[config.mk]
export PLATFORM = sky130hd
export DESIGN_NAME = ep0_ctrl_irq
export DESIGN_NICKNAME = d
export VERILOG_FILES = /design/src/rtl/ep0_pkg.sv /design/src/rtl/ep0_status_regs.sv /design/src/rtl/bus_event_pend.sv /design/src/rtl/irq_sequencer.sv /design/src/rtl/ep0_ctrl_irq.sv
export SDC_FILE = /design/constraint.sdc
export NUM_CORES = 1
export LEC_CHECK = 0
export ABC_AREA = 1
export BUFFER_PORTS_ARGS = -buffer_cell sky130_fd_sc_hd__buf_4
export CORE_MARGIN = 5
export CORE_UTILIZATION = 46
export CTS_CLUSTER_DIAMETER = 40
export DETAILED_ROUTE_END_ITERATION = 16
export HOLD_SLACK_MARGIN = 0.02
export PLACE_DENSITY_LB_ADDON = 0.25
export SYNTH_ARGS = -nofsm -noshare
export SYNTH_HDL_FRONTEND = slang
export SYNTH_SLANG_ARGS = --single-unit
[constraint.sdc]
create_clock -name clk -period 1.1 [get_ports clk]
set_input_delay 0 -clock clk [delete_from_list [all_inputs] [get_ports clk]]
set_output_delay 0 -clock clk [all_outputs]
set_load 0.05 [all_outputs]
[src/rtl/ep0_pkg.sv]
package ep0_pkg;
    typedef enum logic [0:0] {
        IRQ_QUIET  = 1'b0,
        IRQ_RAISED = 1'b1
    } irq_state_e;

    localparam int unsigned ADR_INDEX   = 0;
    localparam int unsigned ADR_STATUS  = 1;
    localparam int unsigned ADR_BUS_IE  = 2;
    localparam int unsigned ADR_BUS_PND = 3;
    localparam int unsigned ADR_EP_PND  = 4;

    localparam int unsigned BIT_OUT_RDY = 0;
    localparam int unsigned BIT_IN_RDY  = 1;
    localparam int unsigned BIT_STALL   = 2;
    localparam int unsigned BIT_DEND    = 3;
    localparam int unsigned BIT_SEND    = 4;
    localparam int unsigned BIT_SVC     = 6;
    localparam int unsigned N_STATUS    = 5;

    typedef struct packed {
        logic svc_out;
        logic send_keep;
        logic dend_set;
        logic stall_keep;
        logic inrdy_set;
    } status_wr_t;
endpackage

[src/rtl/ep0_status_regs.sv]
module ep0_status_regs
    import ep0_pkg::*;
(
    input  logic                clk,
    input  logic                rst_n,
    input  logic                ev_rx_ok,
    input  logic                ev_in_sent,
    input  logic                ev_status_done,
    input  logic                ev_proto_err,
    input  logic                ev_early_end,
    input  logic                wr_en,
    input  status_wr_t          wr_bits,
    input  logic                pend_rd,
    output logic [N_STATUS-1:0] status,
    output logic                ep_pend
);
    logic out_rdy_q, in_rdy_q, stall_q, dend_q, send_q;
    logic early_valid;
    logic ep_event;

    assign early_valid = ev_early_end && !dend_q;
    assign ep_event    = ev_rx_ok || ev_in_sent || ev_status_done
                      || ev_proto_err || early_valid;

    always_ff @(posedge clk or negedge rst_n) begin
        if (!rst_n) begin
            out_rdy_q <= 1'b0;
            in_rdy_q  <= 1'b0;
            stall_q   <= 1'b0;
            dend_q    <= 1'b0;
            send_q    <= 1'b0;
            ep_pend   <= 1'b0;
        end else begin
            if (ev_rx_ok)                            out_rdy_q <= 1'b1;
            else if (wr_en && wr_bits.svc_out)       out_rdy_q <= 1'b0;

            if (ev_in_sent)                          in_rdy_q  <= 1'b0;
            else if (wr_en && wr_bits.inrdy_set)     in_rdy_q  <= 1'b1;

            if (ev_proto_err)                        stall_q   <= 1'b1;
            else if (wr_en && !wr_bits.stall_keep)   stall_q   <= 1'b0;

            if (ev_status_done || ev_early_end)      dend_q    <= 1'b0;
            else if (wr_en && wr_bits.dend_set)      dend_q    <= 1'b1;

            if (early_valid)                         send_q    <= 1'b1;
            else if (wr_en && !wr_bits.send_keep)    send_q    <= 1'b0;

            ep_pend <= ep_event || (ep_pend && !pend_rd);
        end
    end

    always_comb begin
        status              = '0;
        status[BIT_OUT_RDY] = out_rdy_q;
        status[BIT_IN_RDY]  = in_rdy_q;
        status[BIT_STALL]   = stall_q;
        status[BIT_DEND]    = dend_q;
        status[BIT_SEND]    = send_q;
    end

    AST_OUTRDY_ON_RX: assert property (@(posedge clk) disable iff (!rst_n)
        ev_rx_ok |=> out_rdy_q) else $error("out ready not set");
    AST_OUTRDY_ONLY_RX: assert property (@(posedge clk) disable iff (!rst_n)
        (!ev_rx_ok && !out_rdy_q) |=> !out_rdy_q) else $error("spurious out ready");
    AST_INRDY_CLEAR: assert property (@(posedge clk) disable iff (!rst_n)
        ev_in_sent |=> !in_rdy_q) else $error("in ready not cleared");
    AST_STALL_SET: assert property (@(posedge clk) disable iff (!rst_n)
        ev_proto_err |=> stall_q) else $error("stall not set");
    AST_SEND_SET: assert property (@(posedge clk) disable iff (!rst_n)
        (ev_early_end && !dend_q) |=> send_q) else $error("setup end not set");
    AST_EP_PEND: assert property (@(posedge clk) disable iff (!rst_n)
        (ev_rx_ok || ev_in_sent || ev_status_done || ev_proto_err) |=> ep_pend)
        else $error("endpoint pending missing");
endmodule

[src/rtl/bus_event_pend.sv]
module bus_event_pend #(
    parameter int unsigned      N_EV   = 4,
    parameter logic [N_EV-1:0]  IE_RST = 4'b0110
) (
    input  logic            clk,
    input  logic            rst_n,
    input  logic [N_EV-1:0] ev,
    input  logic            ie_we,
    input  logic [N_EV-1:0] ie_wdata,
    input  logic            pend_rd,
    output logic [N_EV-1:0] ie,
    output logic [N_EV-1:0] pend,
    output logic            req
);
    always_ff @(posedge clk or negedge rst_n) begin
        if (!rst_n)     ie <= IE_RST;
        else if (ie_we) ie <= ie_wdata;
    end

    for (genvar g = 0; g < N_EV; g++) begin : g_pend
        always_ff @(posedge clk or negedge rst_n) begin
            if (!rst_n) pend[g] <= 1'b0;
            else        pend[g] <= ev[g] || (pend[g] && !pend_rd);
        end

        AST_PEND_STICKY: assert property (@(posedge clk) disable iff (!rst_n)
            ev[g] |=> pend[g]) else $error("bus event lost");
    end

    assign req = |(pend & ie);

    AST_READ_CLEARS: assert property (@(posedge clk) disable iff (!rst_n)
        (pend_rd && ev == '0) |=> pend == '0) else $error("read-clear failed");
endmodule

[src/rtl/irq_sequencer.sv]
module irq_sequencer
    import ep0_pkg::*;
(
    input  logic clk,
    input  logic rst_n,
    input  logic req_ep,
    input  logic req_bus,
    output logic irq
);
    irq_state_e state_q, state_d;

    always_ff @(posedge clk or negedge rst_n) begin
        if (!rst_n) state_q <= IRQ_QUIET;
        else        state_q <= state_d;
    end

    always_comb begin
        state_d = state_q;
        unique case (state_q)
            IRQ_QUIET:  if (req_ep || req_bus)   state_d = IRQ_RAISED;
            IRQ_RAISED: if (!req_ep && !req_bus) state_d = IRQ_QUIET;
            default:                             state_d = IRQ_QUIET;
        endcase
    end

    always_comb begin
        irq = (state_q == IRQ_RAISED);
    end
endmodule

[src/rtl/ep0_ctrl_irq.sv]
module ep0_ctrl_irq
    import ep0_pkg::*;
#(
    parameter int unsigned DW   = 8,
    parameter int unsigned AW   = 4,
    parameter int unsigned N_EV = 4
) (
    input  logic          clk,
    input  logic          rst_n,
    input  logic          pe_rx_pkt,
    input  logic          pe_rx_err,
    input  logic          pe_in_sent,
    input  logic          pe_status_done,
    input  logic          pe_proto_err,
    input  logic          pe_early_end,
    input  logic          bus_sof,
    input  logic          bus_reset,
    input  logic          bus_resume,
    input  logic          bus_suspend,
    input  logic          reg_wr,
    input  logic          reg_rd,
    input  logic [AW-1:0] reg_addr,
    input  logic [DW-1:0] reg_wdata,
    output logic [DW-1:0] reg_rdata,
    output logic          irq
);
    localparam int unsigned PAD_ST = DW - N_STATUS;
    localparam int unsigned PAD_EV = DW - N_EV;

    logic [DW-1:0]       index_q;
    logic                index_zero;
    logic                sel_index, sel_status, sel_ie, sel_bpnd, sel_epnd;
    logic                status_we;
    status_wr_t          status_wr;
    logic [N_STATUS-1:0] status;
    logic                ep_pend;
    logic [N_EV-1:0]     bus_ev, bus_ie, bus_pend;
    logic                bus_req;
    logic                rx_ok;

    assign sel_index  = (reg_addr == AW'(ADR_INDEX));
    assign sel_status = (reg_addr == AW'(ADR_STATUS));
    assign sel_ie     = (reg_addr == AW'(ADR_BUS_IE));
    assign sel_bpnd   = (reg_addr == AW'(ADR_BUS_PND));
    assign sel_epnd   = (reg_addr == AW'(ADR_EP_PND));

    assign index_zero = (index_q == '0);
    assign status_we  = reg_wr && sel_status && index_zero;
    assign rx_ok      = pe_rx_pkt && !pe_rx_err;
    assign bus_ev     = {bus_sof, bus_reset, bus_resume, bus_suspend};

    always_comb begin
        status_wr.svc_out    = reg_wdata[BIT_SVC];
        status_wr.send_keep  = reg_wdata[BIT_SEND];
        status_wr.dend_set   = reg_wdata[BIT_DEND];
        status_wr.stall_keep = reg_wdata[BIT_STALL];
        status_wr.inrdy_set  = reg_wdata[BIT_IN_RDY];
    end

    always_ff @(posedge clk or negedge rst_n) begin
        if (!rst_n)                  index_q <= '0;
        else if (reg_wr && sel_index) index_q <= reg_wdata;
    end

    ep0_status_regs u_status (
        .clk            (clk),
        .rst_n          (rst_n),
        .ev_rx_ok       (rx_ok),
        .ev_in_sent     (pe_in_sent),
        .ev_status_done (pe_status_done),
        .ev_proto_err   (pe_proto_err),
        .ev_early_end   (pe_early_end),
        .wr_en          (status_we),
        .wr_bits        (status_wr),
        .pend_rd        (reg_rd && sel_epnd),
        .status         (status),
        .ep_pend        (ep_pend)
    );

    bus_event_pend #(
        .N_EV   (N_EV),
        .IE_RST (N_EV'(6))
    ) u_bus (
        .clk      (clk),
        .rst_n    (rst_n),
        .ev       (bus_ev),
        .ie_we    (reg_wr && sel_ie),
        .ie_wdata (reg_wdata[N_EV-1:0]),
        .pend_rd  (reg_rd && sel_bpnd),
        .ie       (bus_ie),
        .pend     (bus_pend),
        .req      (bus_req)
    );

    irq_sequencer u_seq (
        .clk     (clk),
        .rst_n   (rst_n),
        .req_ep  (ep_pend),
        .req_bus (bus_req),
        .irq     (irq)
    );

    always_comb begin
        reg_rdata = '0;
        if (sel_index)                     reg_rdata = index_q;
        else if (sel_status && index_zero) reg_rdata = {{PAD_ST{1'b0}}, status};
        else if (sel_ie)                   reg_rdata = {{PAD_EV{1'b0}}, bus_ie};
        else if (sel_bpnd)                 reg_rdata = {{PAD_EV{1'b0}}, bus_pend};
        else if (sel_epnd)                 reg_rdata = {{(DW-1){1'b0}}, ep_pend};
    end

    AST_IRQ_FOLLOWS_EP: assert property (@(posedge clk) disable iff (!rst_n)
        ep_pend |=> irq) else $error("irq missing for endpoint");
    AST_IRQ_DROPS: assert property (@(posedge clk) disable iff (!rst_n)
        (!ep_pend && (bus_pend & bus_ie) == '0) |=> !irq) else $error("irq stuck");
    AST_STATUS_GATED: assert property (@(posedge clk) disable iff (!rst_n)
        (!index_zero && !rx_ok && !pe_in_sent && !pe_status_done && !pe_proto_err
         && !pe_early_end) |=> $stable(status)) else $error("status changed");
endmodule

==> impl_metrics.toml, run 1 <==
[detailed_routing]
detail-route-antenna-nets = 0
drc = 0
via_per_inst = 5.11
routed-via-count = 1283
first_pass_iters = 4
wirelength_um = 3450
drt-wirelength-per-cell_um = 13.7
drtIter0Drc = 42

[global_routing]
grt_overflow = 0
grt_first_pass_wirelength_um = 5550
antenna_found_initial = 0
grt_max_degree = 24
grt_usage_pct = 19.9
grt_pass1_vias = 1260

[min_path]
min_from = "reg_wr"
min_path_cells = 3
min_to = "u_bus.ie[2]"
hold_class = "in2reg"

[synth]
synthesis.area_sq_um = 1240
ys_types = 22
ys_ff_latch = 23
seq_area_frac_synth_pct = 46.7
synth_cells = 154
yosysWarnings = 0
synth_fp_nets = 180
syn_area_per_cell_sq_um = 8.04

[placement]
dp_hpwl_um = 2360
dpl-instance-area_sq_um = 1560
gp_congestion = 0.809
port_buffers = 34
dp_cells = 221
place_ws_ns = -0.112

[clocking]
clk_latency_ns = 0.32
cts_root_buffer = "clkbuf_4"
cts_tree = "done"
clk_pin_slew_ns = 0.13
clk_path_buf_depth = 2
cts_buffers = 3
h-tree-depth = 1
cts_sinks = 23

[setup_path]
regToRegSetupSlack_ns = -0.37
cp_slowest_cell = "dfrtp_1"
critical_path_class = "reg2out"
required_ns = 1.10
rr_startpoint = "index_q[2]"
cp_cell_sequence = "nor2_2 -> nand2_2 -> nor2_4 -> nand3_2 -> nand4_1 -> buf_6"
start_kind = "flop"
cpPeakStageDelay_ns = 0.42
cp.arrival_ns = 1.55
cp-end-kind = "output pin"
path_max_fanout = 6
reg2reg_depth = 10
reg2reg_to = "u_status.out_rdy_q"

[power_and_ir_drop]
leakagePower_nw = 0.962
p_total_w = 0.00208
power_density_nw_per_um2 = 1090
vdd_drop_max_uv = 857

[timing]
tightest_slew_ns = 0.315
final_max_slew_viol_count = 0
tns_ns = -3.59
fin_crit_sh_pct = 141
finalHoldViolations = 0
slew-limit-headroom_pct = 79.0
timing.final.ws_setup_ns = -0.446
max_freq_mhz = 647
setup_viol = 11
period_needed_ns = 1.55
rsz0062_at_grt = "true"
worst_clock_skew_ns = 0.00426

[floorplanning]
start_util_pct = 49.1
dieHeight_um = 61.9
die_w_um = 61.9
top_level_ports = 35
design.die.area_sq_um = 3830
core.rowCount = 18
coreArea_sq_um = 2520

[final_layout]
layout-drive-gt1-share_pct = 38.0
final_cells = 251
num-nets-final = 248
areaGrowthSynthToFinish_pct = 54.1
stdcell_area_sq_um = 1910
diodes = 0
fillers = 177

[run_status]
status = "finished with violations"
violations = "negative setup slack"

[run]
maxCapViolations = 0
what timing repair did:
item                                    in CTS  in global routing
buffers inserted                             5                  1
endpoints found under the setup margin      10                 13
hold buffers                                20                  0
hold endpoints to repair                    45                  0
pin swaps                                    3                  5
resized for setup                           14                 11
layout by cell type (no fill, tap or decap), types with 4 or more instances in the layout:
cell / count
o21ai_2: 5
o21ai_1: 4
nor2_1: 9
nor2_2: 8
dfrtp_1: 21
a21oi_2: 4
o21bai_1: 4
nand2_2: 4
nand3_1: 8
nand2_1: 31
inv_1: 22
buf_6: 6
buf_4: 37
nand4_1: 11
dlygate4sd3_1: 20
metal layers:
layer	routed length [um]	vias to the layer above	GRT usage, %
li1	-	637	-
met1	1460	595	24.0
met2	1730	44	34.4
met3	185	7	4.34
met4	70	0	7.58
met5	0	-	0
cells by family (layout without fill, tap and decap cells):
group	count (synthesis)	count (layout)	synth area share [%]
compound gates	22	22	12.4
buf+inv	28	95	10.1
flops	23	23	46.7
simple gates	81	81	30.8
how the worst max path moves through the flow:
stage	from	to	cells past startpoint
final	index_q[4]	reg_rdata[3]	6
after global routing	index_q[4]	reg_rdata[0]	6
after CTS	index_q[3]	reg_rdata[3]	6
after detailed placement	index_q[7]	reg_rdata[3]	6
after global placement	index_q[7]	reg_rdata[3]	6
after floorplan	index_q[4]	reg_rdata[1]	5
report_power, final:
part / internal (W) / switching [W]
registers: 0.000949 / 0.0000728
logic: 0.000334 / 0.000321
clock network: 0.000142 / 0.000265
total: 0.00143 / 0.000660
final cells by class:
| type | count | area [sq um] | share of cell area, % |
|---|---|---|---|
| multi-input combinational | 103 | 589 | 30.9 |
| sequential | 23 | 578 | 30.3 |
| clock buffer | 4 | 26.3 | 1.38 |
| timing repair buffer | 65 | 576 | 30.1 |
| tap | 30 | 37.5 | 1.97 |
| inverter | 26 | 103 | 5.37 |
flip-flops by register name, indices dropped and copies added, names as in the netlist:
| name | count |
|---|---|
| u_seq.irq | 1 |
| u_status.dend_q | 1 |
| u_status.send_q | 1 |
| u_bus.pend | 4 |
| u_status.out_rdy_q | 1 |
| u_status.in_rdy_q | 1 |
| u_status.stall_q | 1 |
| u_status.ep_pend | 1 |
| index_q | 8 |
| u_bus.ie | 4 |
synth_stat cells (all sizes together):
cell / instances / area, sq um
nand4: 11 / 68.8
dfrtp: 21 / 526
nor3: 1 / 5.00
o21bai: 4 / 30.0
inv: 26 / 103
o2111ai: 1 / 8.76
nand2: 37 / 156
o21ai: 11 / 73.8
or2: 1 / 6.26
nor2: 20 / 90.1
a21oi: 6 / 41.3
nand3: 11 / 55.1
buf: 2 / 22.5
dfstp: 2 / 52.6
per-stage QoR:
stage / hold slack (ns) / utilization (%)
after detailed placement: -0.0867 / 61.9
final: 0.0320 / 75.7
after global placement: -0.0953 / 61.9
after floorplan: -0.296 / -
after CTS: 0.0269 / 74.2
after global routing: 0.0342 / 75.7
critical path, delay by kind of cell, from the launching register on:
kind                   cells  cell delay [ns]
buffers and inverters      1             0.18
DFF                        1             0.42
and+or+nand+nor            5             0.64
(Power assumes the default switching activity.)
==> inputs of run 2 (changes only) <==
--- a/config.mk
+++ b/config.mk
@@ -8,7 +8,7 @@
 export ABC_AREA = 1
-export BUFFER_PORTS_ARGS = -buffer_cell sky130_fd_sc_hd__buf_4
 export CORE_MARGIN = 5
-export CORE_UTILIZATION = 46
+export CORE_UTILIZATION = 54
 export CTS_CLUSTER_DIAMETER = 40
 export DETAILED_ROUTE_END_ITERATION = 16
+export DONT_BUFFER_PORTS = 1
 export HOLD_SLACK_MARGIN = 0.02
==> constraint.sdc (replaced) <==
create_clock -name clk -period 1.1 [get_ports clk]
set_input_delay 0.275 -clock clk [delete_from_list [all_inputs] [get_ports clk]]
set_output_delay 0.275 -clock clk [all_outputs]
set_load 0.05 [all_outputs]
==> run 2 against run 1 <==
Clock power decreased by 4%. Fmax decreased by 16%. First-iteration DRC count increased by 50%. Register-to-register slack improved by 0.17 ns. Clock skew decreased by 0.0019 ns. Non-clock buffer count decreased by 28. Worst setup slack got worse by 0.29 ns. The run still ends with negative setup slack left. Core utilization increased by 3.1 points. Worst hold slack improved by 0.025 ns. Highest routed layer unchanged.
==> impl_metrics.toml, run 2 (synthesis gave the netlist of run 1 again) <==
[global_routing]
grt_usage_pct = 20.9
grt_pass1_vias = 1243
grt_max_degree = 24
antenna_found_initial = 0
grt_overflow = 0
grt_first_pass_wirelength_um = 5400

[clocking]
h-tree-depth = 1
clk_pin_slew_ns = 0.13
clk_latency_ns = 0.31
clk_path_buf_depth = 2
cts_tree = "done"
cts_root_buffer = "clkbuf_4"
cts_sinks = 23
cts_buffers = 3

[detailed_routing]
routed-via-count = 1239
route.met3.wl_um = 328
drt-wirelength-per-cell_um = 15.2
drc = 0
detail-route-antenna-nets = 0
m1WireLength_um = 1310
drtIter0Drc = 63
first_pass_iters = 4
wirelength_um = 3370
wl_met2_um = 1670
via_per_inst = 5.61
top_layer = "met4"

[setup_path]
cp.arrival_ns = 1.56
cp_slowest_cell = "dfrtp_1"
reg2reg_depth = 8
start_kind = "flop"
cp-end-kind = "output pin"
path_max_fanout = 6
critical_path_class = "reg2out"
required_ns = 0.82
cpPeakStageDelay_ns = 0.42
cp_cell_sequence = "nor2_2 -> nand2_2 -> nor2_4 -> nand3_1 -> nand4_1 -> buf_12"

[timing]
fin_hold_ws_ns = 0.0573
tightest_slew_ns = 0.998
final_max_slew_viol_count = 0
max_freq_mhz = 546
setup_viol = 14
rsz0062_at_grt = "true"
fin_crit_sh_pct = 167
slew-limit-headroom_pct = 33.4
worst_clock_skew_ns = 0.00238
timing.final.ws_setup_ns = -0.732
period_needed_ns = 1.83
finalHoldViolations = 0

[power_and_ir_drop]
vdd_drop_max_uv = 882
leakagePower_nw = 0.859
p_total_w = 0.00205
power_density_nw_per_um2 = 1190

[run]
maxCapViolations = 0

[floorplanning]
coreArea_sq_um = 2190
design.die.area_sq_um = 3350
die_w_um = 57.9
dieHeight_um = 57.9
core.rowCount = 17
top_level_ports = 35
start_util_pct = 56.5

[final_layout]
reg_top3 = "index_q: 8 flops, u_bus.ie: 4 flops, u_bus.pend: 4 flops"
seq_area_sq_um = 578
fillers = 140
areaGrowthSynthToFinish_pct = 39.4
largest_register_ffs = 8
diodes = 0
stdcell_area_sq_um = 1730
regMostFlops = "index_q"
num-nets-final = 220
fin_util_pct = 78.8
multi_input_area_sq_um = 617
final_common_cell = "nand2_1"
layout_common_cells = "31 x nand2_1, 28 x buf_4, 21 x inv_1, 21 x dfrtp_1, 11 x nand4_1"
layout-drive-gt1-share_pct = 39.4

[placement]
dp_hpwl_um = 2500
port_buffers = 0
dpl-instance-area_sq_um = 1590
gp_congestion = 0.872

[min_path]
min_path_cells = 2
hold_class = "in2reg"

[run_status]
violations = "negative setup slack"
status = "finished with violations"
run 2: power by group:
group / switching (W) / total (W) / internal [W]
clock network: 0.000255 / 0.000391 / 0.000136
registers: 0.0000632 / 0.00101 / 0.000949
logic: 0.000331 / 0.000650 / 0.000319
run 2: metrics by stage:
step / cells / TNS, ns / setup slack (ns)
floorplan: 154 / -1.73 / -0.366
global placement: 208 / -2.64 / -0.307
detailed placement: 208 / -3.50 / -0.339
CTS: 218 / -6.94 / -0.685
global route: 221 / -6.42 / -0.848
finish: 221 / -5.21 / -0.732
run 2: critical path: cells and delay by family (launching register included):
| kind | cells | cell delay, ns |
|---|---|---|
| buf+inv | 1 | 0.15 |
| simple gates | 5 | 0.67 |
| flops | 1 | 0.42 |
run 2: path summary, 6_finish.rpt:
kind                               from               end  slack (ns)
max reg2reg                  index_q[2]  u_status.stall_q       -0.20
min reg2reg                 u_bus.ie[0]       u_bus.ie[0]        0.53
max in group asynchronous         rst_n     u_bus.pend[3]        0.31
min in group asynchronous         rst_n  u_status.stall_q        0.18
max                          index_q[1]      reg_rdata[2]       -0.73
min                        pe_proto_err  u_status.stall_q        0.06
run 2: layout make-up:
type / count / share of cell area (%)
Inverter: 26 / 6.09
Clock buffer: 3 / 1.30
Multi-Input combinational cell: 103 / 35.7
Timing Repair Buffer: 37 / 21.1
Clock inverter: 1 / 0.290
Sequential cell: 23 / 33.5
Tap cell: 28 / 2.03
run 2: routing by layer:
metal  track usage, %  vias to the layer above
li1                 -                      581
met1             26.8                      589
met2             33.4                       61
met3             5.35                        8
met4             8.61                        0
met5                0                        -
run 2: timing repair:
item,4_1_cts,5_1_grt
hold buffers,2,0
endpoints found under the hold margin,24,0
gates resized for setup,6,10
setup endpoints to repair,14,37
setup buffers,4,3
pin swaps,6,7
